--- config.mk ---
export PLATFORM = sky130hd
export DESIGN_NAME = rx_fifo_stat
export DESIGN_NICKNAME = d
export VERILOG_FILES = /design/src/rtl/rx_fifo_stat.sv
export SDC_FILE = /design/constraint.sdc
export NUM_CORES = 1
export LEC_CHECK = 0
export BUFFER_PORTS_ARGS = -buffer_cell sky130_fd_sc_hd__buf_2
export CAP_MARGIN = 20
export CORE_MARGIN = 8
export CORE_UTILIZATION = 34
export DETAILED_ROUTE_END_ITERATION = 6
export PLACE_DENSITY = 0.59
export SYNTH_ARGS = -nofsm -noshare
export SYNTH_HDL_FRONTEND = slang
export SYNTH_SLANG_ARGS = --single-unit
--- constraint.sdc ---
create_clock -name clk -period 2.1 [get_ports clk]
set_input_delay 0.63 -clock clk [delete_from_list [all_inputs] [get_ports clk]]
set_output_delay 0.63 -clock clk [all_outputs]
set_load 0.03 [all_outputs]
--- src/rtl/rx_fifo_stat.sv ---
module rx_fifo_stat #(
  parameter int DEPTH    = 3,
  parameter int NE_DELAY = 12
) (
  input  logic       clk,
  input  logic       rst_n,
  input  logic       ln_byte_vld,
  input  logic [7:0] ln_byte,
  input  logic       ln_eof,
  input  logic [2:0] ln_resid,
  input  logic       ln_crc_ok,
  input  logic       ln_coll,
  input  logic       ln_abort,
  input  logic       ln_sdlc,
  input  logic       wr_en,
  input  logic [7:0] wr_data,
  input  logic       rd_en,
  output logic [7:0] rd_data,
  output logic [7:0] stat
);
  localparam int PW = (DEPTH > 1) ? $clog2(DEPTH) : 1;
  localparam int CW = $clog2(DEPTH + 1);
  localparam int HW = $clog2(NE_DELAY + 1);

  logic [7:0]    mem [DEPTH];
  logic [PW-1:0] wp, rp;
  logic [CW-1:0] cnt;
  logic [HW-1:0] hold;
  logic ovf, cab, ae, crce, done, nef, rx_on, ack, frame;

  function automatic logic [PW-1:0] nxt(input logic [PW-1:0] p);
    return (p == PW'(DEPTH - 1)) ? '0 : p + 1'b1;
  endfunction

  wire flush    = wr_en & wr_data[1];
  wire pop      = rd_en & (cnt != '0);
  wire line_ok  = ~wr_en;
  wire take     = line_ok & rx_on & ln_byte_vld;
  wire room     = (cnt != CW'(DEPTH)) | pop;
  wire push     = take & room;
  wire drop     = take & ~room;
  wire err      = line_ok & ((ln_abort & rx_on) | (ln_coll & ~ln_sdlc & frame));
  wire fin      = line_ok & ln_eof & rx_on & ~err;
  wire partial  = ln_resid != 3'd0;
  wire ae_now   = ln_sdlc ? partial : (partial & ~ln_crc_ok);
  wire crce_now = ln_sdlc ? ~ln_crc_ok : (~partial & ~ln_crc_ok);
  wire ovf_nx   = ovf | drop;

  assign stat = {ovf, cab, ae, crce, done, nef, rx_on, ack};

  always_ff @(posedge clk) begin
    if (push) mem[wp] <= ln_byte;
  end

  always_ff @(posedge clk or negedge rst_n) begin
    if (!rst_n) begin
      wp <= '0; rp <= '0; cnt <= '0; rd_data <= 8'h00;
    end else begin
      if (pop) rd_data <= mem[rp];
      if (flush) begin
        wp <= '0; rp <= '0; cnt <= '0;
      end else begin
        if (push) wp <= nxt(wp);
        if (pop)  rp <= nxt(rp);
        cnt <= cnt + CW'(push) - CW'(pop);
      end
    end
  end

  always_ff @(posedge clk or negedge rst_n) begin
    if (!rst_n) begin
      {ovf, cab, ae, crce, done, rx_on, ack, frame} <= '0;
    end else if (wr_en) begin
      rx_on <= wr_data[1];
      ack   <= wr_data[0];
      if (flush) {ovf, cab, ae, crce, done, frame} <= '0;
    end else begin
      if (drop) begin ovf <= 1'b1; rx_on <= 1'b0; end
      if (push) frame <= 1'b1;
      if (err) begin
        cab <= 1'b1; rx_on <= 1'b0; frame <= 1'b0;
      end else if (fin) begin
        ae    <= ae_now;
        crce  <= crce_now;
        done  <= ~ae_now & ~crce_now & ~ovf_nx;
        rx_on <= 1'b0;
        frame <= 1'b0;
      end
    end
  end

  always_ff @(posedge clk or negedge rst_n) begin
    if (!rst_n) begin
      nef <= 1'b0; hold <= '0;
    end else if (flush) begin
      nef <= 1'b0; hold <= '0;
    end else if (pop) begin
      hold <= HW'(NE_DELAY - 1);
    end else if (hold != '0) begin
      hold <= hold - 1'b1;
    end else begin
      nef <= (cnt != '0);
    end
  end
endmodule

---- Word level (Yosys, flattened, before mapping) ----
Memories as Yosys holds them, arrays and structs flattened. A register that Yosys moved wholly into a read port is not among the register bits.
Cells that the tools add are included.
operators by class
  bitwise operators ....................... 29
  multiplexer cells ....................... 39
  reduce and logical (&&, ||, !) cells .... 17
  add/subtract/negate cells ............... 5
  equality and inequality tests ........... 7
operator list
  cell                                                                count
  1-bit two-way mux                                                   29
  1-bit AND                                                           17
  2-bit two-way mux                                                   7
  4-bit two-way mux                                                   3
  2-bit nonzero test                                                  6
  4-bit nonzero test                                                  3
  1-bit NOT                                                           9
  2-bit != test, second input constant                                4
  2-bit AND reduction                                                 4
  3-bit nonzero test                                                  2
  2-bit by 1-bit adder with 2-bit output, second input constant       2
  2-bit equality test, second input constant                          2
  4-bit by 1-bit subtractor with 4-bit output, second input constant  1
  1-bit OR                                                            3
  3-bit AND reduction                                                 1
  2-bit by 1-bit adder with 2-bit output                              1
  2-bit by 1-bit != test with 1-bit output, second input constant     1
  2-bit by 1-bit subtractor with 2-bit output                         1
  1-bit zero test                                                     1
storage, ports and cells
  logic and storage cells ................. 111
  flip-flop bits (word level) ............. 19
  output and inout bits ................... 16
  RAM bits ................................ 24
  memories kept ........................... 1
memories
  name  depth  width  rd ports  clocked after Yosys merged registers in  write ports  line  source
  mem   3      8      1         1                                        1            25    logic [7:0] mem [DEPTH];

---- Depth between registers and ports, before layout ----
Gate-level depths: netlist (run 1).
  depth in word-level cells ............... 11
  mapped depth ............................ 9

---- Least setup slack after synthesis (run 1) ----
Ideal clock, no wire load.
  kind .................................... input-to-reg
  from .................................... in wr_en
  to ...................................... mem mem[2][0], enable pin
  data required time ...................... 1.715 ns
  arrival ................................. 1.780 ns
  slack ................................... -0.065 ns
  stages on the path ...................... 4
  setup time .............................. 0.385 ns
  path through ............................ buf_4 -> and3b_1 -> nand2_1 -> nor3b_1
on the way
  word-level cells in the longest chain between the ends .. 6
RTL lines
  item                                     line  source
  start, declared                          15    input logic wr_en,
  1-bit NOT                                37    wire line_ok = ~wr_en;
  1-bit AND (2 in a row)                   38    wire take = line_ok & rx_on & ln_byte_vld;
  1-bit AND                                40    wire push = take & room;
  1-bit two-way mux                        52    if (push) mem[wp] <= ln_byte;
  1-bit two-way mux (not written as such)  52
  end, declared                            25
No other way between the ends.

---- Worst setup path in the final report (run 1) ----
  from .................................... reg rx_on
  to ...................................... reg cnt[1]
on the way
  word-level cells in the longest chain between the ends .. 6
RTL lines
  item                                         line  source
  start, declared                              29    logic ovf, cab, ae, crce, done, nef, rx_on, ack, frame;
  start signal, assigned                       74    rx_on <= wr_data[1];
  1-bit AND (2 in a row)                       38
  1-bit AND                                    40
  2-bit by 1-bit adder with 2-bit output       65    cnt <= cnt + CW'(push) - CW'(pop);
  2-bit by 1-bit subtractor with 2-bit output  65
  2-bit two-way mux                            60    if (flush) begin
  end signal, assigned                         65
  end, declared                                27    logic [CW-1:0] cnt;
No other way between the ends.
A chain may end at the register's enable or synchronous reset.

==> summary.md, run 1 <==
| Metric | Value |
|---|---|
| Status | `complete, no violations` |
| Remaining Overflow, GRT | `0` |
| Final slew viol count | `0` |
| Maximum vdd drop | `0.000294 V` |
| Post-Route WL | `4120 um` |
| Switching share of power | `0.332` |
| # DRC | `0` |
| Hold crit path type | `in2async` |
| Num CTS Buffers | `5` |
| All-Layer GR Usage | `0.0913` |
| Post-Synth Adder-Cell Area | `0.0218` |
| CP required | `2.32 ns` |
| Comb power frac | `0.309` |
| Fin nets | `255` |
| Routed vias/inst | `4.74` |
| Clock power share | `0.232` |
| Starting density of the core | `0.345` |
| Area grow syn2layout | `17.4%` |
| Simple-gate share of the synthesized area | `0.130` |
| Yosys warning total | `0` |
| Clk slew on worst S/H paths | `0.09 ns` |
| Compound-Gate Fraction of Synth Area | `0.0819` |
| Slowest CP cell | `dfrtp_1` |
| Sequential-to-total area share from yosys stat | `0.610` |
| Tcrit/Tclk final | `0.857` |
| Main synth FF type | `dfrtp_1` |
| Startpoint Class | `flip-flop` |
| Critical path fanouts, max | `7` |
| Clock sink count | `51` |
| Initial antenna violation count | `0` |
| Int Pwr | `2050 uW` |
| Via count | `1437` |
| Fin. Hold Viols | `0` |
| DRT iter0 DRCs | `58` |
| Pre-CTS WS | `0.0369 ns` |
| Total nets after synthesis | `213` |
| First-pass GRT wire length | `7050 um` |
| Area occupied by multi-input gates | `781 sq um` |
| Post-DP HPWL | `3070 um` |
| Largest net degree at the start of global routing | `28` |
| DRT Pass-1 Iters | `4` |
| Overall die width | `98.1 um` |
| Worst-Margin Slew | `0.632 ns` |
| Postcts setup bufs | `0` |
| Worst EP arrival | `2.02 ns` |
| Leakage | `0.00117 uW` |
| Fin Setup TNS | `0 ns` |
| CP Buf/Inv Count | `1` |
| Synth Register Bits | `51` |
| FFs w/ async S/R, synth | `0.529` |
| Placer Congestion | `0.713` |
| Port bufs | `38` |
| Die height | `98.1 um` |
| Register area | `1400 sq um` |
| Mux share of post-synthesis cell area | `0.0972` |
| Row count | `30` |
| Worst r2r src | `rx_on` |
| Post-CTS resize count | `0` |
| Min Tclk post-route | `1.80 ns` |
| WHS | `0.337 ns` |
| Post-synth EDFFs | `24` |
| TritonCTS clock tree | `done` |
| Crit path top cell by count | `ha_1` |
| Clk buf depth | `2` |
| Post-Synth XOR/XNOR Area | `0.00765` |
| Vias in the first global route | `1509` |
| Avg Inst Size Synth | `12.7 sq um` |
| Fin worst setup slack | `0.300 ns` |
| Mapped Cells | `180` |
| Die ar. | `9620 sq um` |
| Crit Path Class | `reg2reg` |
| CTS Hold Bufs | `0` |
| ANT nets after route | `0` |
| Clk_skew | `0.00593 ns` |
| Finish-stage setup viols | `0` |
| Crit path from | `rx_on` |
| Main combinational cell family by area after synthesis | `simple AND/OR/NAND/NOR gates` |
| Switching Power | `1020 uW` |
| Pwr Density | `1140 nW/um^2` |
| Number of library cell types mapped by synthesis | `44` |
| Fillers | `628` |
| Number of diodes | `0` |
| Wire length per cell | `13.6 um` |
| Clk_lat worst skew | `0.30 ns` |
| Top delay family on crit path | `simple AND/OR/NAND/NOR gates` |
| Ratio of cells with drive above 1 in the final layout | `0.336` |
| Fmax | `0.556 GHz` |
| Unrepaired setup endpoints after global routing | `false` |
| H-tree depth | `2` |
| Max-slew headroom | `0.578` |
| Register share of total power | `0.459` |
| CTS root buf | `clkbuf_8` |
| Max Cap Violations | `0` |
| Core area | `6640 sq um` |
| Top Ports | `45` |
| Netlist area before placement | `2290 sq um` |
| Max incr delay on CP | `0.49 ns` |
| Setup crit end kind | `flip-flop` |
| Critical Path, Cell by Cell | `and3b_1 -> nand2_1 -> ha_1 -> inv_1 -> ha_1 -> xor2_1 -> and2_2 -> nor3_1` |
cells in the final DEF, fill, tap and decap left out, drive strengths merged, types with 2 or more instances in the layout:
cell type  synthesis  final
nand2             18     18
and3b              2      2
buf               12     48
nand3b             3      3
and2               3      3
nor3               5      5
ha                 4      4
a21oi             11     11
clkbuf             1      6
nor2               4      4
mux2i             11     11
inv                7      8
dfrtp             27     27
nor2b              3      3
edfxtp            24     24
mux2              10     10
nor3b              2      2
o21ai             13     13
nand2b             4      4
layer usage:
layer	vias up	share of wire	wire (um)	global-route usage
met3	7	0.033	137	0.0220
met2	18	0.55	2250	0.170
met1	691	0.40	1660	0.0947
met4	0	0.018	73	0.0396
li1	721	-	-	-
met5	-	0	0	0
stage by stage:
| stage | utilization | power, uW | area [sq um] | std cells |
|---|---|---|---|---|
| 2_1_floorplan | - | 2130 | 2300 | 180 |
| 3_3_place_gp | 0.387 | 2370 | 2570 | 295 |
| 3_5_place_dp | 0.387 | 2390 | 2570 | 295 |
| 4_1_cts | 0.405 | 3110 | 2690 | 303 |
| 5_1_grt | 0.405 | 3260 | 2690 | 303 |
| 6_report | 0.405 | 3060 | 2690 | 303 |
cell usage after synthesis (all sizes together), types with 4 or more instances:
master  count  area [sq um]
inv         7          26.3
mux2i      11           110
ha          4          50.1
o21ai      13          68.8
dfrtp      27           676
nand2b      4          25.0
nor2        4          15.0
buf        12          88.8
nor3        5          25.0
a21oi      11          55.1
edfxtp     24           721
mux2       10           113
nand2      18          67.6
final timing paths:
check	depth (start not counted)	to	slack (ns)
worst max-delay path	8	cnt[1]	0.30
worst min-delay path	1	done	0.34
worst max register to register	8	cnt[1]	0.30
worst min register to register	1	rd_data[4]	0.50
max in group asynchronous	1	hold[2]	1.35
min in group clk	1	rd_data[4]	0.50
state kept, by name, indices dropped and copies added (netlist names):
| name | count |
|---|---|
| done | 1 |
| rd_data | 8 |
| ovf | 1 |
| rx_on | 1 |
| crce | 1 |
| frame | 1 |
| wp | 2 |
| mem | 24 |
| hold | 4 |
| rp | 2 |
| cab | 1 |
| ae | 1 |
| ack | 1 |
| cnt | 2 |
| nef | 1 |
cell type report:
class,instances,share of cell area
multi-input cells,109,0.290
flip-flops and latches,51,0.519
repair buffers,48,0.0986
clock inverters,2,0.0144
well taps,80,0.0372
inverters,7,0.00977
clock buffers,6,0.0307
power by group through the flow:
stage          Sequential (uW)  Combinational (uW)  Clock [uW]
3_3_place_gp              1430                 940           0
4_1_cts                   1410                 961         736
2_1_floorplan             1510                 620           0
3_5_place_dp              1440                 957           0
5_1_grt                   1440                1050         766
6_report                  1410                 945         710
kinds of logic (layout without fill, tap and decap cells):
kind of cell | Yosys count | in the layout
fa+ha+maj | 4 | 4
buf+inv | 20 | 63
compound gates | 32 | 32
mux | 21 | 21
flops | 51 | 51
xor+xnor | 2 | 2
simple gates | 50 | 50
Power figures use the tool's default switching activity.
==> inputs of run 2 (changes only) <==
--- a/config.mk
+++ b/config.mk
@@ -11,6 +11,7 @@
 export CORE_UTILIZATION = 34
 export DETAILED_ROUTE_END_ITERATION = 6
 export PLACE_DENSITY = 0.59
+export REMOVE_ABC_BUFFERS = 1
 export SYNTH_ARGS = -nofsm -noshare
 export SYNTH_HDL_FRONTEND = slang
 export SYNTH_SLANG_ARGS = --single-unit
==> run 2 against run 1 <==
Effect of this change:
- utilization down 0.28 points
- non-clock buffer count down 2
- via count decreased by 1.1%
- wire length rose by 0.85%
- sequential share of layout area rose by 0.36 points
- worst hold slack improved by 0.0085 ns
- critical path type unchanged
- count of clock-buffer cells in the layout unchanged
- fmax rose by 1.3%
- first-iteration DRC count decreased by 3.4%
- flip-flop and latch count did not move
- cell count shrank 0.66%
- critical path depth is the same
==> summary.md, run 2 (synthesized netlist as in run 1, its figures left out) <==
| Metric | Value |
|---|---|
| Die ar. | `9620 sq um (unchanged)` |
| TritonCTS clock tree | `done (unchanged)` |
| Largest regs | `mem: 24 flops, rd_data: 8 flops, hold: 4 flops (unchanged)` |
| Most common cell after layout, fill and taps aside | `buf_2 (unchanged)` |
| Max-slew headroom | `0.575 (was 0.578)` |
| Hold crit path type | `in2async (unchanged)` |
| Commonest non-fill, non-tap cells in the layout | `buf_2 (38), dfrtp_1 (27), edfxtp_1 (24) (unchanged)` |
| Comb power frac | `0.313 (was 0.309)` |
| Fin nets | `253 (was 255)` |
| Fin worst setup slack | `0.324 ns (was 0.300 ns)` |
| Final slew viol count | `0 (unchanged)` |
| Pre-CTS WS | `0.0271 ns (was 0.0369 ns)` |
| Status | `complete, no violations (unchanged)` |
| Maximum vdd drop | `0.000539 V (was 0.000294 V)` |
| Top Ports | `45 (unchanged)` |
| Startpoint Class | `flip-flop (unchanged)` |
| CTS Hold Bufs | `0 (unchanged)` |
| Leakage | `0.00115 uW (was 0.00117 uW)` |
| Max reg flops | `24 (unchanged)` |
| Placed cells | `293 (was 295)` |
| Tcrit/Tclk final | `0.846 (was 0.857)` |
| Vias in the first global route | `1464 (was 1509)` |
| Via count | `1421 (was 1437)` |
| Postcts setup bufs | `0 (unchanged)` |
| DRT Pass-1 Iters | `4 (unchanged)` |
| FF-to-FF setup slack | `0.32 ns (was 0.30 ns)` |
| Routed vias/inst | `4.72 (was 4.74)` |
| Int Pwr | `2010 uW (was 2050 uW)` |
| Worst-Margin Slew | `0.637 ns (was 0.632 ns)` |
| Post-CTS resize count | `0 (unchanged)` |
| Overall die width | `98.1 um (unchanged)` |
| Initial antenna violation count | `0 (unchanged)` |
| Placer Congestion | `0.755 (was 0.713)` |
| Clk buf depth | `2 (unchanged)` |
| CTS root buf | `clkbuf_8 (unchanged)` |
| Fmax | `0.563 GHz (was 0.556 GHz)` |
| Ratio of cells with drive above 1 in the final layout | `0.321 (was 0.336)` |
| ANT nets after route | `0 (unchanged)` |
| Reg with most FFs | `mem (unchanged)` |
| Starting density of the core | `0.345 (unchanged)` |
| Post-DP HPWL | `3060 um (was 3070 um)` |
| Unrepaired setup endpoints after global routing | `false (unchanged)` |
| Port bufs | `38 (unchanged)` |
| Fin. Hold Viols | `0 (unchanged)` |
| Clk_skew | `0.00629 ns (was 0.00593 ns)` |
| Crit Path Class | `reg2reg (unchanged)` |
| Worst EP arrival | `1.99 ns (was 2.02 ns)` |
| Die height | `98.1 um (unchanged)` |
| Fillers | `657 (was 628)` |
| All-Layer GR Usage | `0.0915 (was 0.0913)` |
| Remaining Overflow, GRT | `0 (unchanged)` |
| Critical path fanouts, max | `7 (unchanged)` |
| Largest net degree at the start of global routing | `28 (unchanged)` |
| DRT iter0 DRCs | `56 (was 58)` |
| # DRC | `0 (unchanged)` |
| Worst R2R End | `cnt[1] (unchanged)` |
| Crit path from | `rx_on (unchanged)` |
| Num CTS Buffers | `5 (unchanged)` |
| R2R depth | `8 (unchanged)` |
| Row count | `30 (unchanged)` |
| Area occupied by multi-input gates | `776 sq um (was 781 sq um)` |
| Wire length per cell | `13.8 um (was 13.6 um)` |
| Max Cap Violations | `0 (unchanged)` |
| Core area | `6640 sq um (unchanged)` |
| Number of diodes | `0 (unchanged)` |
| Area grow syn2layout | `16.6% (was 17.4%)` |
| Switching Power | `993 uW (was 1020 uW)` |
| Register area | `1400 sq um (unchanged)` |
| Clk slew on worst S/H paths | `0.09 ns (about the same)` |
| Fin Setup TNS | `0 ns (unchanged)` |
| Clock sink count | `51 (unchanged)` |
| Pwr Density | `1120 nW/um^2 (was 1140 nW/um^2)` |
| CP required | `2.32 ns (about the same)` |
| Non-filler cells, final | `301 (was 303)` |
| Register share of total power | `0.467 (was 0.459)` |
| Clk_lat worst skew | `0.30 ns (about the same)` |
| Setup crit end kind | `flip-flop (unchanged)` |
| Worst r2r src | `rx_on (unchanged)` |
| Min Tclk post-route | `1.78 ns (was 1.80 ns)` |
| Final Power | `3000 uW (was 3060 uW)` |
| Finish-stage setup viols | `0 (unchanged)` |
| First-pass GRT wire length | `7010 um (was 7050 um)` |
| Clock power share | `0.220 (was 0.232)` |
| Switching share of power | `0.331 (was 0.332)` |
| Post-Route WL | `4150 um (was 4120 um)` |
| H-tree depth | `2 (unchanged)` |
[run 2: routing by layer]
metal | up-vias | GRT usage | wire (um)
met1 | 676 | 0.0997 | 1730
li1 | 712 | - | -
met5 | - | 0 | 0
met2 | 29 | 0.159 | 2190
met4 | 0 | 0.0348 | 52
met3 | 4 | 0.0327 | 182
[run 2: how the worst max path moves through the flow]
stage                            to  slack [ns]
after floorplan           mem[2][0]        0.08
after global placement       cnt[1]        0.04
after detailed placement     cnt[1]        0.03
after CTS                    cnt[1]        0.29
after global routing         cnt[1]        0.13
final                        cnt[1]        0.32
[run 2: stage by stage]
step            util  hold slack (ns)  instance area, sq um
2_1_floorplan      -            0.334                  2200
3_3_place_gp   0.385            0.475                  2560
3_5_place_dp   0.385            0.480                  2560
4_1_cts        0.402            0.367                  2670
5_1_grt        0.402            0.385                  2670
6_report       0.402            0.345                  2670
[run 2: critical path, stage by stage, from the launching register on]
cell     delay, ns
dfrtp_1       0.48
and3b_1       0.22
nand2_1       0.08
ha_1          0.27
inv_1         0.04
ha_1          0.17
xor2_1        0.14
and2_2        0.18
nor3_1        0.12
[run 2: area by class of cell]
| class | count | area share |
|---|---|---|
| Clock buffer | 6 | 0.0272 |
| Clock inverter | 2 | 0.0141 |
| Inverter | 7 | 0.00984 |
| Multi-Input combinational cell | 109 | 0.290 |
| Sequential cell | 51 | 0.523 |
| Tap cell | 80 | 0.0375 |
| Timing Repair Buffer | 46 | 0.0984 |
[run 2: power groups by stage]
stage          registers [uW]  clock network [uW]  logic [uW]
6_report                 1400                 660         939
4_1_cts                  1410                 686         965
3_5_place_dp             1430                   0         962
2_1_floorplan            1580                   0         499
5_1_grt                  1440                 732        1050
3_3_place_gp             1420                   0         948
